### config.mk
export PLATFORM = sky130hd
export DESIGN_NAME = nic_dma_fifo
export DESIGN_NICKNAME = d
export VERILOG_FILES = /design/src/rtl/nic_fifo_pkg.sv /design/src/rtl/nic_fifo_dp.sv /design/src/rtl/nic_fifo_ctrl.sv /design/src/rtl/nic_dma_fifo.sv
export SDC_FILE = /design/constraint.sdc
export NUM_CORES = 1
export LEC_CHECK = 0
export ABC_CLOCK_PERIOD_IN_PS = 5900
export BUFFER_PORTS_ARGS = -buffer_cell sky130_fd_sc_hd__buf_2
export CAP_MARGIN = 20
export CORE_MARGIN = 5
export CORE_UTILIZATION = 62
export DETAILED_ROUTE_END_ITERATION = 10
export PLACE_DENSITY = 0.8
export SYNTH_ARGS = -nofsm -noshare
export SYNTH_HDL_FRONTEND = slang
export SYNTH_HIERARCHICAL = 1
export SYNTH_SLANG_ARGS = --single-unit
### constraint.sdc
create_clock -name clk -period 5.9 [get_ports clk]
set_input_delay 0.295 -clock clk [delete_from_list [all_inputs] [get_ports clk]]
set_output_delay 0.295 -clock clk [all_outputs]
set_load 0.005 [all_outputs]
### src/rtl/nic_fifo_pkg.sv
package nic_fifo_pkg;

  // Strobes from control to datapath: bytes written, their source, bytes read.
  typedef struct packed {
    logic [1:0] wrNum;
    logic       wrFromMem;
    logic [1:0] rdNum;
  } fifoCmd_t;

  typedef enum logic [1:0] {TX_IDLE, TX_PREFETCH, TX_WAIT, TX_RUN} txPhase_t;

  function automatic logic [3:0] thrBytes(input logic [1:0] sel);
    case (sel)
      2'd0:    return 4'd2;
      2'd1:    return 4'd4;
      2'd2:    return 4'd8;
      default: return 4'd12;
    endcase
  endfunction

endpackage

### src/rtl/nic_fifo_dp.sv
module nic_fifo_dp
  import nic_fifo_pkg::*;
#(
  parameter  int DEPTH  = 16,   // power of two
  parameter  int BYTE_W = 8,
  localparam int PTR_W  = $clog2(DEPTH),
  localparam int LVL_W  = $clog2(DEPTH + 1)
) (
  input  logic                clk,
  input  logic                rstN,
  input  fifoCmd_t            cmd,
  input  logic                wordMode,
  input  logic                loopback,
  input  logic [BYTE_W-1:0]   netDataIn,
  input  logic [2*BYTE_W-1:0] memRdData,
  output logic [LVL_W-1:0]    level,
  output logic [BYTE_W-1:0]   netDataOut,
  output logic [2*BYTE_W-1:0] memWrData,
  output logic [BYTE_W-1:0]   fifoPeek
);

  logic [BYTE_W-1:0] store [DEPTH];
  logic [PTR_W-1:0]  wrPtr, rdPtr;
  logic [BYTE_W-1:0] headByte, nextByte;

  always_ff @(posedge clk) begin
    if (cmd.wrNum != 2'd0)
      store[wrPtr] <= cmd.wrFromMem ? memRdData[BYTE_W-1:0] : netDataIn;
    if (cmd.wrNum == 2'd2)
      store[wrPtr + PTR_W'(1)] <= memRdData[2*BYTE_W-1:BYTE_W];
  end

  always_ff @(posedge clk) begin
    if (!rstN) begin
      wrPtr <= '0;
      rdPtr <= '0;
      level <= '0;
    end else begin
      wrPtr <= wrPtr + PTR_W'(cmd.wrNum);
      rdPtr <= rdPtr + PTR_W'(cmd.rdNum);
      level <= level + LVL_W'(cmd.wrNum) - LVL_W'(cmd.rdNum);
    end
  end

  assign headByte   = store[rdPtr];
  assign nextByte   = store[rdPtr + PTR_W'(1)];
  assign netDataOut = (level == '0) ? '0 : headByte;
  assign memWrData  = wordMode ? {nextByte, headByte} : {{BYTE_W{1'b0}}, headByte};
  assign fifoPeek   = (loopback && level != '0) ? headByte : '0;

  a_r5_level_bound: assert property (@(posedge clk) disable iff (!rstN)
    level <= LVL_W'(DEPTH));
  a_r3_read_held: assert property (@(posedge clk) disable iff (!rstN)
    LVL_W'(cmd.rdNum) <= level);

endmodule

### src/rtl/nic_fifo_ctrl.sv
module nic_fifo_ctrl
  import nic_fifo_pkg::*;
#(
  parameter  int DEPTH     = 16,
  parameter  int OVR_LVL   = 13,
  parameter  int FIRST_LVL = 8,
  localparam int LVL_W     = $clog2(DEPTH + 1),
  localparam int CMP_W     = LVL_W + 1
) (
  input  logic             clk,
  input  logic             rstN,
  input  logic             dirTx,
  input  logic             wordMode,
  input  logic [1:0]       thrSel,
  input  logic             frameStart,
  input  logic             txSfdSent,
  input  logic             netStrobe,
  input  logic             memAck,
  input  logic             clrFlags,
  input  logic [LVL_W-1:0] level,
  output fifoCmd_t         cmd,
  output logic             memReq,
  output logic             overrun,
  output logic             underrun
);

  txPhase_t         phase;
  logic             firstPend;
  logic [CMP_W-1:0] fetched, thr, point, firstPoint, lvl, xferBytes;
  logic             rxReq, txPre, txRefill, xfer, ovrSet, udrSet;

  always_comb begin
    lvl        = CMP_W'(level);
    thr        = CMP_W'(thrBytes(thrSel));
    xferBytes  = wordMode ? CMP_W'(2) : CMP_W'(1);
    point      = thr + (wordMode ? CMP_W'(2) : CMP_W'(1));
    firstPoint = (point > CMP_W'(FIRST_LVL)) ? point : CMP_W'(FIRST_LVL);
    rxReq      = !dirTx && (lvl >= (firstPend ? firstPoint : point));
    txPre      = dirTx && (phase == TX_PREFETCH) && (fetched < thr);
    txRefill   = dirTx && (phase == TX_RUN) && (lvl + point <= CMP_W'(OVR_LVL));
    memReq     = rxReq || txPre || txRefill;
    xfer       = memReq && memAck;

    cmd.wrFromMem = dirTx;
    if (dirTx) begin
      cmd.wrNum = xfer ? xferBytes[1:0] : 2'd0;
      cmd.rdNum = (netStrobe && level != '0) ? 2'd1 : 2'd0;
    end else begin
      cmd.wrNum = (netStrobe && lvl < CMP_W'(DEPTH)) ? 2'd1 : 2'd0;
      cmd.rdNum = xfer ? xferBytes[1:0] : 2'd0;
    end

    ovrSet = !dirTx && netStrobe && (lvl >= CMP_W'(OVR_LVL - 1));
    udrSet = dirTx && netStrobe && (level == '0);
  end

  always_ff @(posedge clk) begin
    if (!rstN) begin
      firstPend <= 1'b1;
      phase     <= TX_IDLE;
      fetched   <= '0;
      overrun   <= 1'b0;
      underrun  <= 1'b0;
    end else begin
      overrun  <= ovrSet || (overrun && !clrFlags);
      underrun <= udrSet || (underrun && !clrFlags);

      if (!dirTx && frameStart)  firstPend <= 1'b1;
      else if (!dirTx && xfer)   firstPend <= 1'b0;

      if (dirTx && frameStart) begin
        phase   <= TX_PREFETCH;
        fetched <= '0;
      end else begin
        case (phase)
          TX_PREFETCH: if (xfer) begin
            fetched <= fetched + xferBytes;
            if (fetched + xferBytes >= thr) phase <= TX_WAIT;
          end
          TX_WAIT: if (txSfdSent) phase <= TX_RUN;
          default: ;
        endcase
      end
    end
  end

  a_r5_ovr_set: assert property (@(posedge clk) disable iff (!rstN)
    (!dirTx && netStrobe && level == LVL_W'(OVR_LVL - 1)) |=> overrun);
  a_r5_ovr_sticky: assert property (@(posedge clk) disable iff (!rstN)
    (overrun && !clrFlags) |=> overrun);
  a_r8_udr_sticky: assert property (@(posedge clk) disable iff (!rstN)
    (underrun && !clrFlags) |=> underrun);
  a_r7_wait_quiet: assert property (@(posedge clk) disable iff (!rstN)
    (dirTx && phase == TX_WAIT) |-> !memReq);
  a_r4_first_gate: assert property (@(posedge clk) disable iff (!rstN)
    (!dirTx && firstPend && lvl < CMP_W'(FIRST_LVL)) |-> !memReq);
  a_r3_rx_enough: assert property (@(posedge clk) disable iff (!rstN)
    (!dirTx && memReq) |-> lvl >= CMP_W'(3));

endmodule

### src/rtl/nic_dma_fifo.sv
module nic_dma_fifo
  import nic_fifo_pkg::*;
#(
  parameter int DEPTH  = 16,
  parameter int BYTE_W = 8
) (
  input  logic                clk,
  input  logic                rstN,
  input  logic                dirTx,
  input  logic                wordMode,
  input  logic [1:0]          thrSel,
  input  logic                frameStart,
  input  logic                txSfdSent,
  input  logic                netStrobe,
  input  logic [BYTE_W-1:0]   netDataIn,
  output logic [BYTE_W-1:0]   netDataOut,
  input  logic                memAck,
  input  logic [2*BYTE_W-1:0] memRdData,
  output logic [2*BYTE_W-1:0] memWrData,
  output logic                memReq,
  input  logic                clrFlags,
  input  logic                loopback,
  output logic [BYTE_W-1:0]   fifoPeek,
  output logic                overrun,
  output logic                underrun
);

  localparam int LVL_W = $clog2(DEPTH + 1);

  fifoCmd_t         cmd;
  logic [LVL_W-1:0] level;

  nic_fifo_ctrl #(.DEPTH(DEPTH)) u_ctrl (
    .clk(clk), .rstN(rstN), .dirTx(dirTx), .wordMode(wordMode), .thrSel(thrSel),
    .frameStart(frameStart), .txSfdSent(txSfdSent), .netStrobe(netStrobe),
    .memAck(memAck), .clrFlags(clrFlags), .level(level), .cmd(cmd),
    .memReq(memReq), .overrun(overrun), .underrun(underrun)
  );

  nic_fifo_dp #(.DEPTH(DEPTH), .BYTE_W(BYTE_W)) u_dp (
    .clk(clk), .rstN(rstN), .cmd(cmd), .wordMode(wordMode), .loopback(loopback),
    .netDataIn(netDataIn), .memRdData(memRdData), .level(level),
    .netDataOut(netDataOut), .memWrData(memWrData), .fifoPeek(fifoPeek)
  );

endmodule

==> results by group <==
Worst setup path
  • WP data required: 6.22 ns
  • Worst setup path category: register to register
  • Crit path arrival time: 5.17 ns
  • CP Capture Type: register
  • CP Max Fanout: 7
  • CP Launch Type: register

Clocking
  • PostCTS Resize Cnt: 0
  • Post-CTS Setup Inserts: 0
  • Hold_buf cts: 0
  • CTS tree: yes
  • CTS root buf: clkbuf_16
  • Max Buffers Root-to-Sink: 2
  • Clock buffers created by TritonCTS: 17
  • Sink Count: 152
  • Worst-Skew Late Latency: 0.43 ns
  • Htree depth: 4
  • Reg clk slew, reported paths: 0.06 ns

Finish
  • Area growth from synthesis to layout: 9.475%
  • Share of cells above drive strength 1: 39.08%
  • # nets final: 923
  • Fin area: 11190 um2
  • Fillcell total: 1185
  • Antenna diodes: 0

Drt
  • DRC viols: 0
  • Top routing layer in use: met4
  • Met2 WL: 13.21 mm
  • Routed Antenna Nets: 0
  • Initial DRC Count: 1089
  • WL met3: 3.021 mm
  • Via count: 7482
  • Drt first pass iters: 5
  • Final wirelength: 28.74 mm
  • Routed wire length per instance: 26.49 um
  • M1 WL: 11.71 mm
  • Number of vias per cell: 6.896

Place
  • HPWL after detailed placement: 19.75 mm
  • DP Area: 10630 um2
  • Placer Congestion: 0.9601
  • Buffers added on ports: 70

Timing
  • RSZ-0062 raised after global routing: no
  • Setup Skew: 0.01435 ns
  • Worst slew margin: 28.52%
  • Setup tns final: 0 ns
  • Period minus WS final: 4.843 ns
  • Final Hold Viols: 0
  • Final max-slew violation count: 0
  • Final Cycle Share: 82.08%
  • Worst-margin pin slew: 1.068 ns
  • Achievable Freq: 206.5 MHz
  • Final setup viols: 0

Power and ir drop
  • Cell Pwr Density: 322.0 nW/um2
  • Leakage: 3.990 nW
  • Maximum VDD drop: 0.0002141 V
  • Total power: 3.603 mW

Yosys
  • Post-synth EDFFs: 128
  • Proportion of synthesized chip area in sequential cells: 42.31%
  • Most frequently used flop master after synthesis: edfxtp_1
  • Yosys reg bits: 152
  • Unique masters post-synth: 61
  • Syn Area/Cell: 12.68 um2
  • Syn Inst Count: 806
  • Syn nets: 877
  • YS warnings: 6
  • Post-Syn Area: 10220 um2
  • Synth async-reset ratio: 0%

Die
  • Die ar.: 19150 um2
  • Initial Util: 62.52%
  • Core Region: 16350 um2
  • FP Rows: 47
  • Ports: 71
  • Die extent in y: 138.4 um
  • DIE WIDTH: 138.4 um

Global routing
  • Grt total ovfl: 0
  • Overall Global Routing Usage: 29.66%
  • Pin count of the biggest net entering global routing: 54
  • Number of global-route vias before repair: 7317
  • Antenna violations before repair: 0
  • First-pass GRT wire length: 43.48 mm

Status
  • Outcome: complete, no violations

Worst hold path
  • Hold WC Path Type: primary input to register

Flow run
  • Max-cap check violation count: 0
[sequential cells by signal (all words and copies together), names as in the netlist]
name	flops
u_dp/store	128
u_ctrl/firstPend	1
u_ctrl/overrun	1
u_dp/wrPtr	4
u_ctrl/fetched	6
u_dp/level	5
u_dp/rdPtr	4
u_ctrl/underrun	1
u_ctrl/phase	2
[report_power, final]
group / internal (mW) / switching [mW]
Sequential: 1.21 / 0.0475
Combinational: 0.578 / 0.709
Clock: 0.620 / 0.434
[synth_stat cells (6+ instances only)]
| library cell | number | share of area, % |
|---|---|---|
| a21o_1 | 6 | 0.44 |
| nor3_1 | 9 | 0.44 |
| nand2b_1 | 10 | 0.61 |
| fa_1 | 6 | 1.2 |
| nand4_1 | 9 | 0.55 |
| clkbuf_1 | 22 | 0.81 |
| xor2_1 | 8 | 0.69 |
| mux2i_1 | 61 | 6.0 |
| o21ai_0 | 6 | 0.29 |
| nand3_1 | 40 | 2.0 |
| edfxtp_1 | 128 | 38 |
| mux2_4 | 16 | 2.4 |
| nor2_1 | 20 | 0.73 |
| a21oi_1 | 10 | 0.49 |
| inv_1 | 23 | 0.84 |
| nand2_1 | 29 | 1.1 |
| nor2b_1 | 11 | 0.67 |
| o32ai_1 | 11 | 0.94 |
| buf_2 | 15 | 0.73 |
| mux4_2 | 32 | 7.1 |
| o22ai_1 | 34 | 2.1 |
| ha_1 | 29 | 3.6 |
| buf_4 | 7 | 0.51 |
| dfxtp_1 | 24 | 4.7 |
| mux2_2 | 153 | 17 |
| and2_1 | 15 | 0.92 |
| xnor2_1 | 6 | 0.51 |
| nand2_2 | 9 | 0.55 |
| buf_6 | 9 | 0.99 |
[per-stage QoR]
| step | hold WS (ns) | std cells | setup slack, ns | util [%] |
|---|---|---|---|---|
| after detailed placement | 0.4621 | 1053 | 0.6926 | 65.01 |
| after global placement | 0.4533 | 1053 | 0.9117 | 65.01 |
| after CTS | 0.1883 | 1085 | 1.126 | 68.44 |
| final | 0.1998 | 1085 | 1.057 | 68.44 |
| after global routing | 0.2184 | 1085 | 0.6932 | 68.44 |
| after floorplan | 0.4125 | 806 | 1.364 | - |
[layer usage]
layer,GRT usage [%],vias up
met1,40.67,3729
met5,0,-
li1,-,3210
met2,45.86,476
met4,10.09,0
met3,8.356,67
[layout make-up]
class	instances	area, um2	share of cell area, %
clock buffers	20	436.7	3.902
inverters	25	93.84	0.8386
well taps	220	275.3	2.460
flip-flops and latches	152	4325	38.66
multi-input cells	572	5478	48.95
clock inverters	12	125.1	1.118
repair buffers	84	455.4	4.070
[worst max-delay path, cell delays in order (launching register included)]
cell,delay [ns]
dfxtp_1,0.43
ha_1,0.21
inv_1,0.05
fa_1,0.46
nor4bb_1,0.33
nand3_1,0.14
a211o_1,0.28
o32a_2,0.23
nor3_1,0.55
inv_1,0.24
fa_1,0.55
inv_1,0.08
fa_1,0.46
a21oi_1,0.16
nor2_1,0.06
or3_1,0.33
and3_1,0.17
[placed cells by master, fill, tap and decap left out, types with 6 or more instances in the layout]
cell	count
mux2_2	153
edfxtp_1	128
buf_2	70
mux2i_1	61
nand3_1	40
o22ai_1	34
mux4_2	32
nand2_1	29
ha_1	28
inv_1	23
dfxtp_1	23
nor2_1	20
clkbuf_16	17
mux2_4	16
and2_1	15
buf_4	14
nor2b_1	11
o32ai_1	11
a21oi_1	10
nand2b_1	10
nor3_1	9
nand2_2	9
nand4_1	9
xor2_1	8
a21o_1	6
xnor2_1	6
o21ai_0	6
fa_1	6
[final timing paths]
check                                        from           endpoint  slack [ns]  cells past startpoint
worst max-delay path                u_dp/level[0]      u_dp/level[4]        1.06                     16
worst min-delay path                     clrFlags    u_ctrl/underrun        0.20                      3
worst max register to register      u_dp/level[0]      u_dp/level[4]        1.06                     16
worst min register to register  u_ctrl/fetched[0]  u_ctrl/fetched[0]        0.47                      2
[cell families (layout without fill, tap and decap cells)]
kind of cell    Yosys count  in the layout  synth area share (%)
flops                   152            152                 42.31
buf+inv                  82            141                 4.125
xor+xnor                 16             16                 1.628
compound gates           82             82                 5.533
fa+ha+maj                35             35                 4.725
simple gates            177            177                 9.450
mux                     262            262                 32.23
Power figures use the tool's default switching activity.
